--- src/rtl/sdram_wr_pkg.sv ---
package sdram_wr_pkg;

    typedef enum logic [2:0] {
        CMD_NOP = 3'd0,
        CMD_PRE = 3'd1,
        CMD_ACT = 3'd2,
        CMD_WR  = 3'd3,
        CMD_BST = 3'd4
    } cmd_e;

    typedef enum logic [2:0] {
        ST_IDLE,
        ST_PRE,
        ST_TRP,
        ST_ACT,
        ST_TRCD,
        ST_WR,
        ST_DATA
    } seq_state_e;

    localparam int BURST_LEN = 8;

endpackage

--- src/rtl/sdram_open_rows.sv ---
module sdram_open_rows #(
    parameter int NUM_BANKS = 4,
    parameter int ROW_W     = 13,
    parameter int BANK_W    = $clog2(NUM_BANKS)
) (
    input  logic              clk,
    input  logic              rst_n,
    input  logic [BANK_W-1:0] look_bank,
    input  logic [ROW_W-1:0]  look_row,
    output logic              open_o,
    output logic              hit_o,
    input  logic              set_en,
    input  logic              clr_en,
    input  logic [BANK_W-1:0] upd_bank,
    input  logic [ROW_W-1:0]  upd_row
);

    logic [NUM_BANKS-1:0] vld;
    logic [ROW_W-1:0]     row_q [NUM_BANKS];

    for (genvar b = 0; b < NUM_BANKS; b++) begin : g_bank
        always_ff @(posedge clk) begin
            if (!rst_n) begin
                vld[b]   <= 1'b0;
                row_q[b] <= '0;
            end else if (upd_bank == BANK_W'(b)) begin
                if (set_en) begin
                    vld[b]   <= 1'b1;
                    row_q[b] <= upd_row;
                end else if (clr_en) begin
                    vld[b] <= 1'b0;
                end
            end
        end
    end

    always_comb begin
        open_o = vld[look_bank];
        hit_o  = open_o && (row_q[look_bank] == look_row);
    end

    // an ACTIVATE leaves its bank open on the new row
    a_r3_act_opens_row: assert property (@(posedge clk) disable iff (!rst_n)
        set_en |=> (vld[$past(upd_bank)] && row_q[$past(upd_bank)] == $past(upd_row)));

    // a PRECHARGE closes its bank
    a_r3_pre_closes_bank: assert property (@(posedge clk) disable iff (!rst_n)
        (clr_en && !set_en) |=> !vld[$past(upd_bank)]);

endmodule

--- src/rtl/sdram_wait_tmr.sv ---
module sdram_wait_tmr #(
    parameter int CW = 2
) (
    input  logic          clk,
    input  logic          rst_n,
    input  logic          load,
    input  logic [CW-1:0] load_val,
    output logic          expire_o
);

    logic [CW-1:0] cnt;

    always_ff @(posedge clk) begin
        if (!rst_n)
            cnt <= '0;
        else if (load)
            cnt <= load_val;
        else if (cnt != '0)
            cnt <= cnt - 1'b1;
    end

    assign expire_o = (cnt == CW'(1));

    // the wait timer counts down one step per cycle without wrapping
    a_r4_count_down: assert property (@(posedge clk) disable iff (!rst_n)
        (!load && cnt != '0) |=> (cnt == $past(cnt) - 1'b1));

endmodule

--- src/rtl/sdram_beat_gen.sv ---
module sdram_beat_gen #(
    parameter int BL = 8
) (
    input  logic clk,
    input  logic rst_n,
    input  logic start,
    input  logic ddr_i,
    input  logic single_i,
    output logic dq_en_o,
    output logic dm_o,
    output logic bst_o,
    output logic last_o
);

    localparam int IW = $clog2(BL + 2);

    logic          active;
    logic [IW-1:0] idx;
    logic          ddr_q, single_q;
    logic          cur_ddr, cur_single, live;
    logic [IW-1:0] cur_idx;

    always_comb begin
        live       = start || active;
        cur_ddr    = start ? ddr_i    : ddr_q;
        cur_single = start ? single_i : single_q;
        cur_idx    = start ? '0       : idx;
    end

    always_comb begin
        if (!live) begin
            dq_en_o = 1'b0;
        end else if (cur_ddr) begin
            dq_en_o = (cur_idx >= IW'(1)) && (cur_idx <= IW'(BL));
        end else if (cur_single) begin
            dq_en_o = (cur_idx == '0);
        end else begin
            dq_en_o = (cur_idx <= IW'(BL - 1));
        end
        dm_o  = live && cur_ddr && cur_single && (cur_idx >= IW'(2));
        bst_o = live && !cur_ddr && cur_single && (cur_idx == IW'(1));
    end

    always_comb begin
        if (!active)
            last_o = 1'b0;
        else if (ddr_q)
            last_o = (idx == IW'(BL));
        else if (single_q)
            last_o = (idx == IW'(1));
        else
            last_o = (idx == IW'(BL - 1));
    end

    always_ff @(posedge clk) begin
        if (!rst_n) begin
            active   <= 1'b0;
            idx      <= '0;
            ddr_q    <= 1'b0;
            single_q <= 1'b0;
        end else if (start) begin
            active   <= 1'b1;
            idx      <= IW'(1);
            ddr_q    <= ddr_i;
            single_q <= single_i;
        end else if (active) begin
            if (last_o)
                active <= 1'b0;
            else
                idx <= idx + 1'b1;
        end
    end

    // a masked beat is always a DDR beat
    a_r9_mask_on_ddr_beat: assert property (@(posedge clk) disable iff (!rst_n)
        dm_o |-> (dq_en_o && cur_ddr));

    // burst stop only in SDR mode
    a_r8_bst_sdr_only: assert property (@(posedge clk) disable iff (!rst_n)
        bst_o |-> (!ddr_q && !dq_en_o));

endmodule

--- src/rtl/sdram_wr_seq.sv ---
module sdram_wr_seq
    import sdram_wr_pkg::*;
#(
    parameter int NUM_BANKS = 4,
    parameter int ROW_W     = 13,
    parameter int COL_W     = 10,
    parameter int T_RP      = 2,
    parameter int T_RCD     = 2,
    parameter int BANK_W    = $clog2(NUM_BANKS),
    parameter int ADDR_W    = (ROW_W > COL_W) ? ROW_W : COL_W
) (
    input  logic              clk,
    input  logic              rst_n,
    input  logic              ddr_mode,
    input  logic              req_valid,
    output logic              req_ready,
    input  logic [BANK_W-1:0] req_bank,
    input  logic [ROW_W-1:0]  req_row,
    input  logic [COL_W-1:0]  req_col,
    input  logic              req_single,
    input  logic              req_seq,
    output logic [2:0]        cmd_o,
    output logic [BANK_W-1:0] cmd_bank_o,
    output logic [ADDR_W-1:0] cmd_addr_o,
    output logic              dq_en_o,
    output logic              dm_o
);

    localparam int          T_MAX = (T_RP > T_RCD) ? T_RP : T_RCD;
    localparam int          CW    = $clog2(T_MAX + 1);
    localparam logic [CW-1:0] RP_LD  = CW'(T_RP - 1);
    localparam logic [CW-1:0] RCD_LD = CW'(T_RCD - 1);

    seq_state_e state, nxt;

    logic [BANK_W-1:0] bank_q;
    logic [ROW_W-1:0]  row_q;
    logic [COL_W-1:0]  col_q;
    logic              single_q, ddr_q;
    logic              accept;
    logic [BANK_W-1:0] look_bank;
    logic [ROW_W-1:0]  look_row;
    logic              bank_open, row_hit, forced;
    logic              tmr_load, tmr_expire;
    logic [CW-1:0]     tmr_val;
    logic              beat_bst, beat_last;
    cmd_e              cmd;

    assign accept    = (state == ST_IDLE) && req_valid;
    assign look_bank = (state == ST_IDLE) ? req_bank : bank_q;
    assign look_row  = (state == ST_IDLE) ? req_row  : row_q;
    assign forced    = !req_single && !req_seq;

    sdram_open_rows #(
        .NUM_BANKS (NUM_BANKS),
        .ROW_W     (ROW_W),
        .BANK_W    (BANK_W)
    ) u_rows (
        .clk       (clk),
        .rst_n     (rst_n),
        .look_bank (look_bank),
        .look_row  (look_row),
        .open_o    (bank_open),
        .hit_o     (row_hit),
        .set_en    (state == ST_ACT),
        .clr_en    (state == ST_PRE),
        .upd_bank  (bank_q),
        .upd_row   (row_q)
    );

    assign tmr_load = (state == ST_PRE) || (state == ST_ACT);
    assign tmr_val  = (state == ST_PRE) ? RP_LD : RCD_LD;

    sdram_wait_tmr #(
        .CW (CW)
    ) u_tmr (
        .clk      (clk),
        .rst_n    (rst_n),
        .load     (tmr_load),
        .load_val (tmr_val),
        .expire_o (tmr_expire)
    );

    sdram_beat_gen #(
        .BL (BURST_LEN)
    ) u_beat (
        .clk      (clk),
        .rst_n    (rst_n),
        .start    (state == ST_WR),
        .ddr_i    (ddr_q),
        .single_i (single_q),
        .dq_en_o  (dq_en_o),
        .dm_o     (dm_o),
        .bst_o    (beat_bst),
        .last_o   (beat_last)
    );

    // state register and request capture
    always_ff @(posedge clk) begin
        if (!rst_n) begin
            state    <= ST_IDLE;
            bank_q   <= '0;
            row_q    <= '0;
            col_q    <= '0;
            single_q <= 1'b0;
            ddr_q    <= 1'b0;
        end else begin
            state <= nxt;
            if (accept) begin
                bank_q   <= req_bank;
                row_q    <= req_row;
                col_q    <= req_col;
                single_q <= req_single;
                ddr_q    <= ddr_mode;
            end
        end
    end

    // next-state logic
    always_comb begin
        nxt = state;
        unique case (state)
            ST_IDLE: begin
                if (req_valid) begin
                    if (!bank_open)
                        nxt = ST_ACT;
                    else if (forced || !row_hit)
                        nxt = ST_PRE;
                    else
                        nxt = ST_WR;
                end
            end
            ST_PRE:  nxt = (T_RP > 1) ? ST_TRP : ST_ACT;
            ST_TRP:  if (tmr_expire) nxt = ST_ACT;
            ST_ACT:  nxt = (T_RCD > 1) ? ST_TRCD : ST_WR;
            ST_TRCD: if (tmr_expire) nxt = ST_WR;
            ST_WR:   nxt = ST_DATA;
            ST_DATA: if (beat_last) nxt = ST_IDLE;
            default: nxt = ST_IDLE;
        endcase
    end

    // output logic
    always_comb begin
        cmd        = CMD_NOP;
        cmd_addr_o = '0;
        unique case (state)
            ST_PRE:  cmd = CMD_PRE;
            ST_ACT: begin
                cmd        = CMD_ACT;
                cmd_addr_o = ADDR_W'(row_q);
            end
            ST_WR: begin
                cmd        = CMD_WR;
                cmd_addr_o = ADDR_W'(col_q);
            end
            ST_DATA: if (beat_bst) cmd = CMD_BST;
            default: cmd = CMD_NOP;
        endcase
        cmd_o      = cmd;
        cmd_bank_o = bank_q;
        req_ready  = (state == ST_IDLE);
    end

    // checker state: cycles elapsed since the last PRECHARGE
    logic       pre_pend;
    logic [7:0] pre_gap;

    always_ff @(posedge clk) begin
        if (!rst_n) begin
            pre_pend <= 1'b0;
            pre_gap  <= '0;
        end else if (cmd_o == CMD_PRE) begin
            pre_pend <= 1'b1;
            pre_gap  <= 8'd1;
        end else if (cmd_o == CMD_ACT) begin
            pre_pend <= 1'b0;
        end else if (pre_pend && pre_gap != 8'hFF) begin
            pre_gap <= pre_gap + 1'b1;
        end
    end

    // ACTIVATE after PRECHARGE only once T_RP cycles have passed
    a_r4_rp_spacing: assert property (@(posedge clk) disable iff (!rst_n)
        (cmd_o == CMD_ACT && pre_pend) |-> (pre_gap == 8'(T_RP)));

    // burst stop directly follows a write command
    a_r8_bst_after_wr: assert property (@(posedge clk) disable iff (!rst_n)
        (cmd_o == CMD_BST) |-> ($past(cmd_o) == CMD_WR));

    // when ready, the bus is quiet
    a_r10_ready_quiet: assert property (@(posedge clk) disable iff (!rst_n)
        req_ready |-> (cmd_o == CMD_NOP && !dq_en_o && !dm_o));

    // a write only targets a row the table holds open
    a_r2_wr_on_open_row: assert property (@(posedge clk) disable iff (!rst_n)
        (cmd_o == CMD_WR) |-> row_hit);

endmodule

--- config.mk ---
export PLATFORM = sky130hd
export DESIGN_NAME = sdram_wr_seq
export DESIGN_NICKNAME = d
export VERILOG_FILES = /design/src/rtl/sdram_wr_pkg.sv /design/src/rtl/sdram_open_rows.sv /design/src/rtl/sdram_wait_tmr.sv /design/src/rtl/sdram_beat_gen.sv /design/src/rtl/sdram_wr_seq.sv
export SDC_FILE = /design/constraint.sdc
export NUM_CORES = 1
export LEC_CHECK = 0
export BUFFER_PORTS_ARGS = -buffer_cell sky130_fd_sc_hd__buf_2
export CORE_MARGIN = 2
export CORE_UTILIZATION = 45
export DETAILED_ROUTE_END_ITERATION = 6
export PLACE_DENSITY_LB_ADDON = 0.15
export SKIP_LAST_GASP = 1
export SLEW_MARGIN = 30
export SYNTH_ARGS = -nofsm -noshare
export SYNTH_HDL_FRONTEND = slang
export SYNTH_SLANG_ARGS = --single-unit
--- constraint.sdc ---
create_clock -name clk -period 4.15 [get_ports clk]
set_input_delay 0.2075 -clock clk [delete_from_list [all_inputs] [get_ports clk]]
set_output_delay 0.2075 -clock clk [all_outputs]
set_load 0.01 [all_outputs]
==> metrics <==
Slew Limit Fails=0; Post-Route WL=13.6 mm; core area=10900 µm²; Crit. Startpoint=state[0]; Worst EP arrival=3.33 ns; asr flop ratio synth=0%; # Max-Cap Violations=0; Achievable Freq=0.329 GHz; DP HPWL=9.37 mm; Overflow after GRT=0; CTS tree=yes; Avg Inst Size Synth=9.64 µm²; Seq/Total Area, Yosys=48.1%; vias=3912; Final GP Congestion=0.926; final core utilization=50.6%; Clk Tree Root Cell=clkbuf_8; # diodes=0; Final Hold Vio Count=0; setup tns final=0 ns; first-pass GRT wire length=21.2 mm; P&R area growth vs syn=9.45%; r2r setup slk=1.11 ns; Final Skew=0.00833 ns; Slew @ Worst Pin=1.01 ns; Syn Inst Count=522; hold path depth=3; flops & latches, synth=95; slew margin rel.=32.3%; Num CTS Buffers=9; Data required, critical path=4.44 ns; Std-Cell Rows=38; vias per cell=5.57; Worst-Skew Late Latency=0.37 ns; outcome=finished clean; hold slack final=0.0685 ns; RSZ-0062 raised after global routing=false; # DRC=0; endpoints failing setup=0; WHS Endpoint=col_q[8]; Crit Path Class=register to register; CP startpoint kind=register; layout cells sized above 1=15.3%; Final Cycle Share=73.2%; type of the most critical hold path=primary input to register; Initial DRC Count=283; pin count of the biggest net entering global routing=40; clk slew on worst S/H paths=0.09 ns; Synth Flop Type=edfxtp_1; Max IR drop VDD=223 µV; number of flops mapped to enable cells by yosys=52; Total Routing Usage GR=24.0%; H-tree levels=3; port bufs=51; unique cell type count in the Yosys netlist=63; hold buffer count at cts=0; initial core utilization=46.2%; synthesized netlist net count=556; crit path max fanout=21; die area=12000 µm²; Setup crit end kind=register; RR Startpoint=state[0]; Leakage=2.13 nW; Yosys warning count=0; CTS resizes=0; R2R cell count=7; number of global-route vias before repair=3787; die width=110 µm; CTS max path bufs=2; chip height=110 µm; DR WL/cell=19.4 µm; Ports=52; post-layout min period=3.04 ns; Post-Syn Area=5030 µm²; Reg-to-Reg End=state[2]; first-pass iteration count of the detailed router=6; antenna viol nets, final=0; Setup Buffers After CTS=0; nets@finish=591; initial antenna violation count=0; Clock Sinks=95; HP Start=req_col[8]; Cell Pwr Density=528 nW/µm²
## how the worst max path moves through the flow
stage,endpoint,cells after the start
2_1_floorplan,state[2],10
3_3_place_gp,state[2],7
3_5_place_dp,state[2],7
4_1_cts,state[2],7
5_1_grt,state[2],8
6_report,state[2],7
## power by group
group | leakage, nW | switching, mW | internal (mW)
clock network | 0.0870 | 0.332 | 0.237
logic | 1.16 | 0.683 | 0.423
registers | 0.889 | 0.142 | 1.09
## stage by stage
stage | cells | total power, mW | setup WS, ns | instance area [µm²]
finish | 702 | 2.91 | 1.11 | 5510
global route | 702 | 3.09 | 0.886 | 5510
CTS | 702 | 2.91 | 1.16 | 5510
detailed placement | 686 | 2.35 | 1.18 | 5330
global placement | 686 | 2.32 | 1.26 | 5330
floorplan | 522 | 2.11 | 1.67 | 5030
## sequential cells by signal (all words and copies together) (netlist names)
signal           flops
u_beat.idx           4
cmd_bank_o           2
single_q             1
u_rows.row_q        52
state                3
u_rows.vld           4
u_beat.active        1
u_beat.single_q      1
u_tmr.cnt            2
col_q               10
row_q               13
ddr_q                1
u_beat.ddr_q         1
## critical path: stages (launching register included)
cell	delay (ns)
dfxtp_1	0.52
or3_1	0.64
inv_6	0.27
mux2i_1	0.38
xor2_1	0.12
a221o_1	0.30
or4_1	0.48
o31ai_1	0.24
## synth_stat cells (4+ instances only)
master | n | share of area [%]
o31ai_1 | 4 | 0.60
mux2_2 | 4 | 0.90
nor3_1 | 7 | 0.70
a22o_1 | 10 | 1.7
nand3_1 | 12 | 1.2
and2_1 | 59 | 7.3
nor2b_1 | 4 | 0.50
nand4_1 | 4 | 0.50
edfxtp_1 | 52 | 31
o21ai_0 | 13 | 1.3
nand2_1 | 94 | 7.0
buf_2 | 4 | 0.40
xor2_1 | 13 | 2.3
a21oi_1 | 44 | 4.4
mux2i_1 | 27 | 5.4
xnor2_1 | 7 | 1.2
a211oi_1 | 4 | 0.60
dfxtp_1 | 43 | 17
nor2_1 | 19 | 1.4
nand2b_1 | 7 | 0.87
clkbuf_1 | 23 | 1.7
or3_1 | 4 | 0.50
inv_1 | 7 | 0.52
## cell type report
type	instances	area, µm²
Fill cell	1027	5380
Inverter	8	35.0
Tap cell	140	175
Sequential cell	95	2420
Clock inverter	4	30.0
Timing Repair Buffer	57	300
Clock buffer	12	145
Multi-Input combinational cell	386	2400
## routing by layer
metal | track usage, % | part of all wire [%] | up-vias
met1 | 34.4 | 48 | 1841
met2 | 36.4 | 45 | 134
met3 | 4.03 | 5.6 | 20
met5 | 0 | 0 | -
li1 | - | - | 1917
met4 | 8.95 | 2.0 | 0
## placed cells by master, fill, tap and decap left out, types with 3 or more instances in the layout
master	n
or3_1	4
edfxtp_1	52
nand3b_1	3
and2_1	59
ha_1	3
a21oi_1	44
clkbuf_8	10
nor2_2	3
dfxtp_1	43
nand2b_1	7
nor3_1	7
buf_4	6
xnor2_1	7
nor2_1	17
nand3_1	12
inv_1	7
nor2b_1	4
buf_2	51
o31ai_1	4
a21boi_0	3
o21ai_0	13
a22o_1	10
a211oi_1	4
mux2i_1	27
mux2_2	4
xor2_1	13
nand2_1	93
nand4_1	4
## kinds of logic (layout without fill, tap and decap cells)
kind of cell	Yosys count	after routing	synth area share [%]
AND/OR/NAND/NOR	225	225	22.7
adder cells (fa/ha/maj)	3	3	0.746
buffers and inverters	41	81	4.33
AO/OA/AOI/OAI	106	106	14.2
XOR/XNOR	20	20	3.48
multiplexers	32	32	6.49
flip-flops	95	95	48.1
Note: power is estimated with default switching activity, not from simulation.
